**config.mk**
```make
export PLATFORM = sky130hd
export DESIGN_NAME = eac_mod_adder
export DESIGN_NICKNAME = d
export VERILOG_FILES = /design/src/rtl/eac_pkg.sv /design/src/rtl/eac_gp.sv /design/src/rtl/eac_ring_carry.sv /design/src/rtl/eac_sum.sv /design/src/rtl/eac_mod_adder.sv
export SDC_FILE = /design/constraint.sdc
export NUM_CORES = 1
export LEC_CHECK = 0
export BUFFER_PORTS_ARGS = -buffer_cell sky130_fd_sc_hd__buf_2
export CAP_MARGIN = 20
export CORE_MARGIN = 2
export CORE_UTILIZATION = 46
export DETAILED_ROUTE_END_ITERATION = 10
export PLACE_DENSITY = 0.74
export SYNTH_ARGS = -nofsm -noshare
export SYNTH_HDL_FRONTEND = slang
export SYNTH_SLANG_ARGS = --single-unit
```
**constraint.sdc**
```tcl
create_clock -name clk -period 1.5 [get_ports clk]
set_input_delay 0.15 -clock clk [delete_from_list [all_inputs] [get_ports clk]]
set_output_delay 0.15 -clock clk [all_outputs]
set_load 0.05 [all_outputs]
```
**src/rtl/eac_pkg.sv**
```systemverilog
package eac_pkg;
  localparam int EAC_DEFAULT_W = 8;

  function automatic int ring_idx(input int pos, input int w);
    return ((pos % w) + w) % w;
  endfunction
endpackage

```
**src/rtl/eac_gp.sv**
```systemverilog
module eac_gp #(
  parameter int W = eac_pkg::EAC_DEFAULT_W
) (
  input  logic [W-1:0] a,
  input  logic [W-1:0] b,
  output logic [W-1:0] g,
  output logic [W-1:0] p
);
  for (genvar i = 0; i < W; i++) begin : g_bit
    assign g[i] = a[i] & b[i];
    assign p[i] = a[i] ^ b[i];
  end
endmodule

```
**src/rtl/eac_ring_carry.sv**
```systemverilog
module eac_ring_carry #(
  parameter int W = eac_pkg::EAC_DEFAULT_W
) (
  input  logic [W-1:0] g,
  input  logic [W-1:0] p,
  output logic [W-1:0] c
);
  // c[i] is the carry leaving bit i. Generates are visited from bit i
  // downward and then around the ring, each gated by the propagates between.
  always_comb begin
    for (int i = 0; i < W; i++) begin
      logic acc;
      logic chain;
      acc   = 1'b0;
      chain = 1'b1;
      for (int d = 0; d < W; d++) begin
        int k;
        k     = eac_pkg::ring_idx(i - d, W);
        acc   = acc | (g[k] & chain);
        chain = chain & p[k];
      end
      c[i] = acc;
    end
  end
endmodule

```
**src/rtl/eac_sum.sv**
```systemverilog
module eac_sum #(
  parameter int W = eac_pkg::EAC_DEFAULT_W
) (
  input  logic [W-1:0] p,
  input  logic [W-1:0] c,
  output logic [W-1:0] s
);
  for (genvar i = 0; i < W; i++) begin : g_sum
    localparam int PREV = (i + W - 1) % W;
    assign s[i] = p[i] ^ c[PREV];
  end
endmodule

```
**src/rtl/eac_mod_adder.sv**
```systemverilog
module eac_mod_adder #(
  parameter int W = eac_pkg::EAC_DEFAULT_W
) (
  input  logic         clk,
  input  logic         rst,
  input  logic [W-1:0] a_i,
  input  logic [W-1:0] b_i,
  output logic [W-1:0] sum_o
);
  localparam int MODV = (1 << W) - 1;

  logic [W-1:0] gen_w, prop_w, carry_w, sum_w, sum_q;

  eac_gp #(.W(W)) u_gp (.a(a_i), .b(b_i), .g(gen_w), .p(prop_w));
  eac_ring_carry #(.W(W)) u_carry (.g(gen_w), .p(prop_w), .c(carry_w));
  eac_sum #(.W(W)) u_sum (.p(prop_w), .c(carry_w), .s(sum_w));

  always_ff @(posedge clk) begin
    if (rst) sum_q <= '0;
    else     sum_q <= sum_w;
  end

  assign sum_o = sum_q;

  // reset clears the result register
  a_r1_reset_clear: assert property (@(posedge clk) rst |=> (sum_q == '0));

  // congruence with the integer sum
  a_r3_congruent: assert property (@(posedge clk) disable iff (rst)
    !rst |=> ((int'(sum_q) % MODV) ==
              ((int'($past(a_i)) + int'($past(b_i))) % MODV)));

  // exact end-around value
  a_r4_exact: assert property (@(posedge clk) disable iff (rst)
    !rst |=> (int'(sum_q) ==
      (((int'($past(a_i)) + int'($past(b_i))) > MODV) ?
        (int'($past(a_i)) + int'($past(b_i)) - MODV) :
        (int'($past(a_i)) + int'($past(b_i))))));

  // all-propagate ring gives the all-ones zero
  a_r5_ring_zero: assert property (@(posedge clk) disable iff (rst)
    (&(a_i ^ b_i)) |=> (&sum_q));

  // a top-bit-only generate wraps into bit 0
  a_r6_wrap: assert property (@(posedge clk) disable iff (rst)
    ((a_i & b_i) == {1'b1, {(W-1){1'b0}}} && (a_i ^ b_i) == '0) |=>
      (sum_q == {{(W-1){1'b0}}, 1'b1}));
endmodule

```
==> results of run 1 <==
layout make-up:
type                       count  share of cell area
tap                           25             0.02390
timing repair buffer          53              0.2562
inverter                       6             0.01721
sequential                     8              0.1224
clock buffer                   3             0.01721
multi-input combinational     93              0.5631
per-layer routing:
metal,part of all wire,global-route usage,up-vias,wire [µm]
met1,0.37,0.2944,493,982
met2,0.53,0.4747,42,1399
li1,-,-,519,-
met3,0.075,0.08302,6,196
met5,0,0,-,0
met4,0.018,0.09189,0,47
repair_timing:
item	4_1_cts	5_1_grt
setup buffers	0	0
endpoints found under the setup margin	1	1
pin swaps	0	1
resized for setup	1	4
power by group through the flow:
stage / logic (mW) / clock network, mW / registers (mW)
after global routing: 0.618 / 0.190 / 0.254
after CTS: 0.566 / 0.179 / 0.251
after detailed placement: 0.560 / 0 / 0.256
after global placement: 0.544 / 0 / 0.255
final: 0.574 / 0.177 / 0.250
after floorplan: 0.260 / 0 / 0.365
worst min-delay path by stage:
stage	startpoint	end	depth (start not counted)
finish	rst	sum_o[1]	3
CTS	rst	sum_o[1]	3
detailed placement	sum_o[4]	sum_o[4]	1
floorplan	b_i[5]	sum_o[0]	4
global placement	rst	sum_o[3]	3
global route	rst	sum_o[1]	3
logic make-up after synthesis:
kind of cell / after synthesis / share of synthesized area
AOI/OAI and AO/OA: 34 / 0.2774
DFF: 8 / 0.1821
muxes: 6 / 0.07681
and+or+nand+nor: 44 / 0.2518
buffers and inverters: 14 / 0.08391
adders and majority gates: 9 / 0.1280
synth_stat cells, drive strengths merged:
| cell type | n | share of area |
|---|---|---|
| nor2 | 8 | 0.034 |
| o21bai | 1 | 0.0085 |
| o2111ai | 1 | 0.010 |
| nand4b | 1 | 0.010 |
| clkbuf | 2 | 0.0099 |
| inv | 6 | 0.026 |
| o21ai | 3 | 0.017 |
| a211oi | 1 | 0.0085 |
| a221o | 1 | 0.011 |
| a221oi | 2 | 0.020 |
| ha | 9 | 0.13 |
| nor3b | 1 | 0.0085 |
| buf | 6 | 0.048 |
| a21oi | 11 | 0.075 |
| a41oi | 1 | 0.018 |
| nand2 | 9 | 0.038 |
| dfxtp | 8 | 0.18 |
| mux2 | 6 | 0.077 |
| and3 | 2 | 0.014 |
| and2 | 1 | 0.0071 |
| or3b | 1 | 0.010 |
| nor3 | 5 | 0.028 |
| a21o | 7 | 0.060 |
| a21boi | 1 | 0.0085 |
| nor2b | 5 | 0.036 |
| o211ai | 3 | 0.026 |
| nand3 | 9 | 0.051 |
| a31oi | 2 | 0.014 |
| nor4 | 2 | 0.014 |
tightest hold or removal path, cell delays in order:
cell	delay, ns
buf_2	0.21
nor2_1	0.11
mux2_1	0.12
stage by stage:
step	util	area [µm²]
floorplan	-	953.4
global placement	0.7156	1262
detailed placement	0.7156	1262
CTS	0.7319	1291
global route	0.7418	1309
finish	0.7418	1309
cell usage in the layout (no fill, tap or decap), types with 3 or more instances in the layout:
| cell type | n |
|---|---|
| a21o_1 | 7 |
| a21oi_1 | 10 |
| buf_2 | 25 |
| buf_4 | 28 |
| clkbuf_4 | 3 |
| dfxtp_1 | 8 |
| ha_1 | 3 |
| ha_4 | 5 |
| inv_1 | 6 |
| mux2_1 | 3 |
| mux2_2 | 3 |
| nand2_1 | 9 |
| nand3_1 | 7 |
| nor2_1 | 8 |
| nor2b_1 | 5 |
| nor3_1 | 5 |
| o211ai_1 | 3 |
| o21ai_0 | 3 |
==> results by group, run 1 <==
Outcome
  – Status: finished clean

Critical path
  – Crit. Startpoint: a_i[0]
  – Crit path kind: primary input to flop
  – Top Family by Delay on Critical Path: simple AND/OR/NAND/NOR gates
  – Cell mode on critical path: buf_4
  – Crit start category: primary input
  – Arr. time, crit path: 1.62 ns
  – Crit-path cells: buf_2 > ha_4 > buf_4 > nand3_2 > nor2_1 > nor4_2 > buf_4 > mux2_1
  – Crit path capture type: flop
  – CP required: 1.65 ns
  – CP max stage delay: 0.31 ns
  – Critical Path Fanout Max: 9
  – Setup crit end: sum_o[3]
  – Slowest cell on crit path: nor4_2
  – Worst Path Buf+Inv: 3
  – Critical path depth in cells: 8

Synthesis
  – Synthesized Nets: 142
  – Mapped Avg Cell Area: 7.649 µm²
  – Synthesized cell area: 879.6 µm²
  – Register area share after synthesis: 0.1821
  – Post-synth cell types: 33
  – Seq cells post-synth: 8
  – YS warnings: 0
  – Post-Syn Instances: 115

Clock network
  – Sink Count: 8
  – Worst-path clk slew: 0.06 ns
  – Total CTS buffers: 3
  – Hold buffer count at CTS: 0
  – CTS tree: yes
  – Clock buffer depth: 2
  – Root Buffer: clkbuf_4
  – H-tree levels: 1

Die
  – Die height: about 48 µm
  – I/O pins: 26
  – Core ar.: 1764 µm²
  – Die Area: 2278 µm²
  – Cell row count: 15
  – Die span in x: 47.73 µm
  – Starting Density: 0.4986

Cells and area
  – Area of the multi-input gates: 737.0 µm²
  – Fill cells: 152
  – P&R area growth vs syn: 48.79%
  – Max reg flops: 8
  – Layout cells sized above 1: 0.4479
  – Ant. Diodes: 0
  – Final Net Count: ~190
  – Register Area: 160.2 µm²
  – Non-filler cells, final: between 150 and 200

Timing
  – Minimum clock period: 1.464 ns
  – Fmax: 683.0 MHz
  – Setup ws final: 0.03588 ns
  – Setup violations, final: 0
  – Pins Over Slew Limit: 0
  – Final hold viol count: 0
  – Final Hold Slack: 0.3581 ns
  – Slew headroom: 0.7852
  – Setup TNS: 0 ns
  – RSZ-0062 raised after global routing: no
  – Final period utilization: 0.9761
  – Worst-Margin Slew: 0.3222 ns

GRT
  – Initial antenna violation count: 0
  – Congestion Overflow GR: 0
  – Largest net degree at the start of global routing: 20
  – GRT Total Usage: 0.2656
  – Vias in the first global route: 1070
  – First-pass GRT wire length: 4264 µm

Detailed routing
  – DRC: 0
  – Total number of vias: 1060
  – TritonRoute pass-1 iters: 4
  – Initial DRC count: 25
  – Final WL: 2625 µm
  – Routed vias/inst: between 5 and 6
  – Drt wl/cell: 13.96 µm
  – Routed Antenna Nets: 0

Placed design
  – Pre-CTS setup slack: -0.3171 ns
  – Dpl hpwl: 2145 µm
  – Number of buffers added on ports: 25
  – Placed cell count: 185
  – Placer Congestion: 0.9076

Power
  – Overall power: 1.001 mW
  – Switching share of power: 0.4164
  – Peak VDD IR: 0.5386 mV
  – Switching power: 0.4168 mW
  – P_int: about 0.6 mW
  – Combinational Power Share: 0.574
  – Clk network pwr share: 0.176
  – Lkg Pwr: around 0.63 nW
  – Power Density: 764.9 nW/µm²
  – Sequential share of power: 0.250

Hold path
  – Hold Crit Class: primary input to flop

Job
  – Max cap viols: 0
Note: power is estimated with default switching activity, not from simulation.
==> run 2: changes to the inputs <==
Settings changed: CORE_ASPECT_RATIO set to 1.25.
==> results by group, run 2 (synthesis results as in run 1) <==
Timing
  – Worst-Margin Slew: 0.2729 ns
  – Setup violations, final: 0
  – Final period utilization: 0.9656
  – Fmax: 690.5 MHz
  – RSZ-0062 raised after global routing: no
  – Minimum clock period: 1.448 ns
  – Pins Over Slew Limit: 0
  – Slew headroom: 0.8164
  – Final hold viol count: 0

Detailed routing
  – Total number of vias: 1013
  – TritonRoute pass-1 iters: 4
  – DRC: 0
  – Routed Antenna Nets: 0
  – Drt wl/cell: ~14 µm
  – Initial DRC count: 17
  – Routed vias/inst: 5.723
  – Final WL: 2539 µm

Die
  – Die Area: 2280 µm²
  – Die span in x: between 40 and 50 µm
  – Die height: 52.89 µm
  – I/O pins: 26
  – Core ar.: 1787 µm²
  – Starting Density: 0.4923
  – Cell row count: 17

Cells and area
  – Non-filler cells, final: ~180
  – Ant. Diodes: 0
  – Most common cell after layout, fill and taps aside: buf_2
  – Max reg flops: 8
  – Final core utilization: 0.6996
  – Leading cell types in the layout, fill and taps excluded: 25 x buf_2, 23 x buf_4, 9 x a21oi_1, 9 x nand3_1, 9 x nand2_1
  – Final Net Count: 187
  – Layout cells sized above 1: 0.4114
  – P&R area growth vs syn: 42.11%

Critical path
  – Crit start category: primary input
  – Crit path kind: primary input to flop
  – Crit path capture type: flop
  – Crit. Startpoint: a_i[2]
  – Arr. time, crit path: 1.59 ns
  – CP required: 1.64 ns
  – Critical Path Fanout Max: 5

Job
  – Max cap viols: 0

GRT
  – Initial antenna violation count: 0
  – Vias in the first global route: 1000
  – GRT Total Usage: 0.2489
  – First-pass GRT wire length: between 4000 and 5000 µm
  – Congestion Overflow GR: 0
  – Largest net degree at the start of global routing: 12

Clock network
  – Clock buffer depth: 2
  – Hold buffer count at CTS: 0
  – H-tree levels: 1
  – Post-CTS Setup Inserts: 0
  – Total CTS buffers: 3
  – CTS tree: yes
  – Post-CTS Resized: 1
  – Worst-path clk slew: ~0.060 ns
  – Root Buffer: clkbuf_4
  – Sink Count: 8

Outcome
  – Status: finished clean

Placed design
  – Dpl hpwl: 2117 µm
  – Placed cell count: 174
  – Number of buffers added on ports: 25
  – Placer Congestion: 0.9702

Hold path
  – Hold Crit Class: primary input to flop
  – Hold depth: 3
  – Min-delay src: rst

Power
  – Peak VDD IR: 0.4351 mV
  – Overall power: ~0.97 mW
  – Lkg Pwr: 0.6112 nW
  – Power Density: about 770 nW/µm²
==> run 2: cell count changes in the layout (fill, tap and decap cells not counted), sizes merged <==
cell / change
buf: -5
==> run 2: report_power, final <==
group / switching [mW] / internal (mW) / total [mW] / leakage, nW
Combinational: 0.320 / 0.231 / 0.551 / 0.531
Sequential: 0.00709 / 0.243 / 0.250 / 0.0667
Clock: 0.0741 / 0.0916 / 0.166 / 0.0138
==> run 2: worst paths after layout <==
check	slack (ns)	end
worst max-delay path	0.05	sum_o[1]
worst min-delay path	0.30	sum_o[7]
==> run 2: layout make-up <==
type                            instances  area, µm²
Fill cell                             169      536.8
Multi-Input combinational cell         93      723.2
Inverter                                6      22.52
Tap cell                               19      23.77
Sequential cell                         8      160.2
Timing Repair Buffer                   48      297.8
Clock buffer                            3      22.52
==> run 2: per-layer routing <==
metal	global-route usage	up-vias	part of all wire
met4	0.1263	0	0.022
met2	0.4602	35	0.52
met5	0	-	0
met3	0.04778	8	0.053
li1	-	507	-
met1	0.2634	463	0.40
==> run 2: per-stage QoR <==
stage	setup TNS, ns	setup WS (ns)	hold slack, ns	area (µm²)
after detailed placement	-1.282	-0.2800	0.5538	1217
after global routing	0	0.0009205	0.3500	1250
after CTS	0	0.06474	0.2999	1246
final	0	0.05167	0.2980	1250
after global placement	-1.179	-0.2829	0.5408	1217
after floorplan	-0.03763	-0.02322	0.4902	953.4
==> run 2: worst max-delay path, stage by stage <==
cell and delay (ns):
buf_2 0.11, ha_4 0.25, a21o_1 0.19, a21o_1 0.25, a221oi_2 0.29, mux2_1 0.34
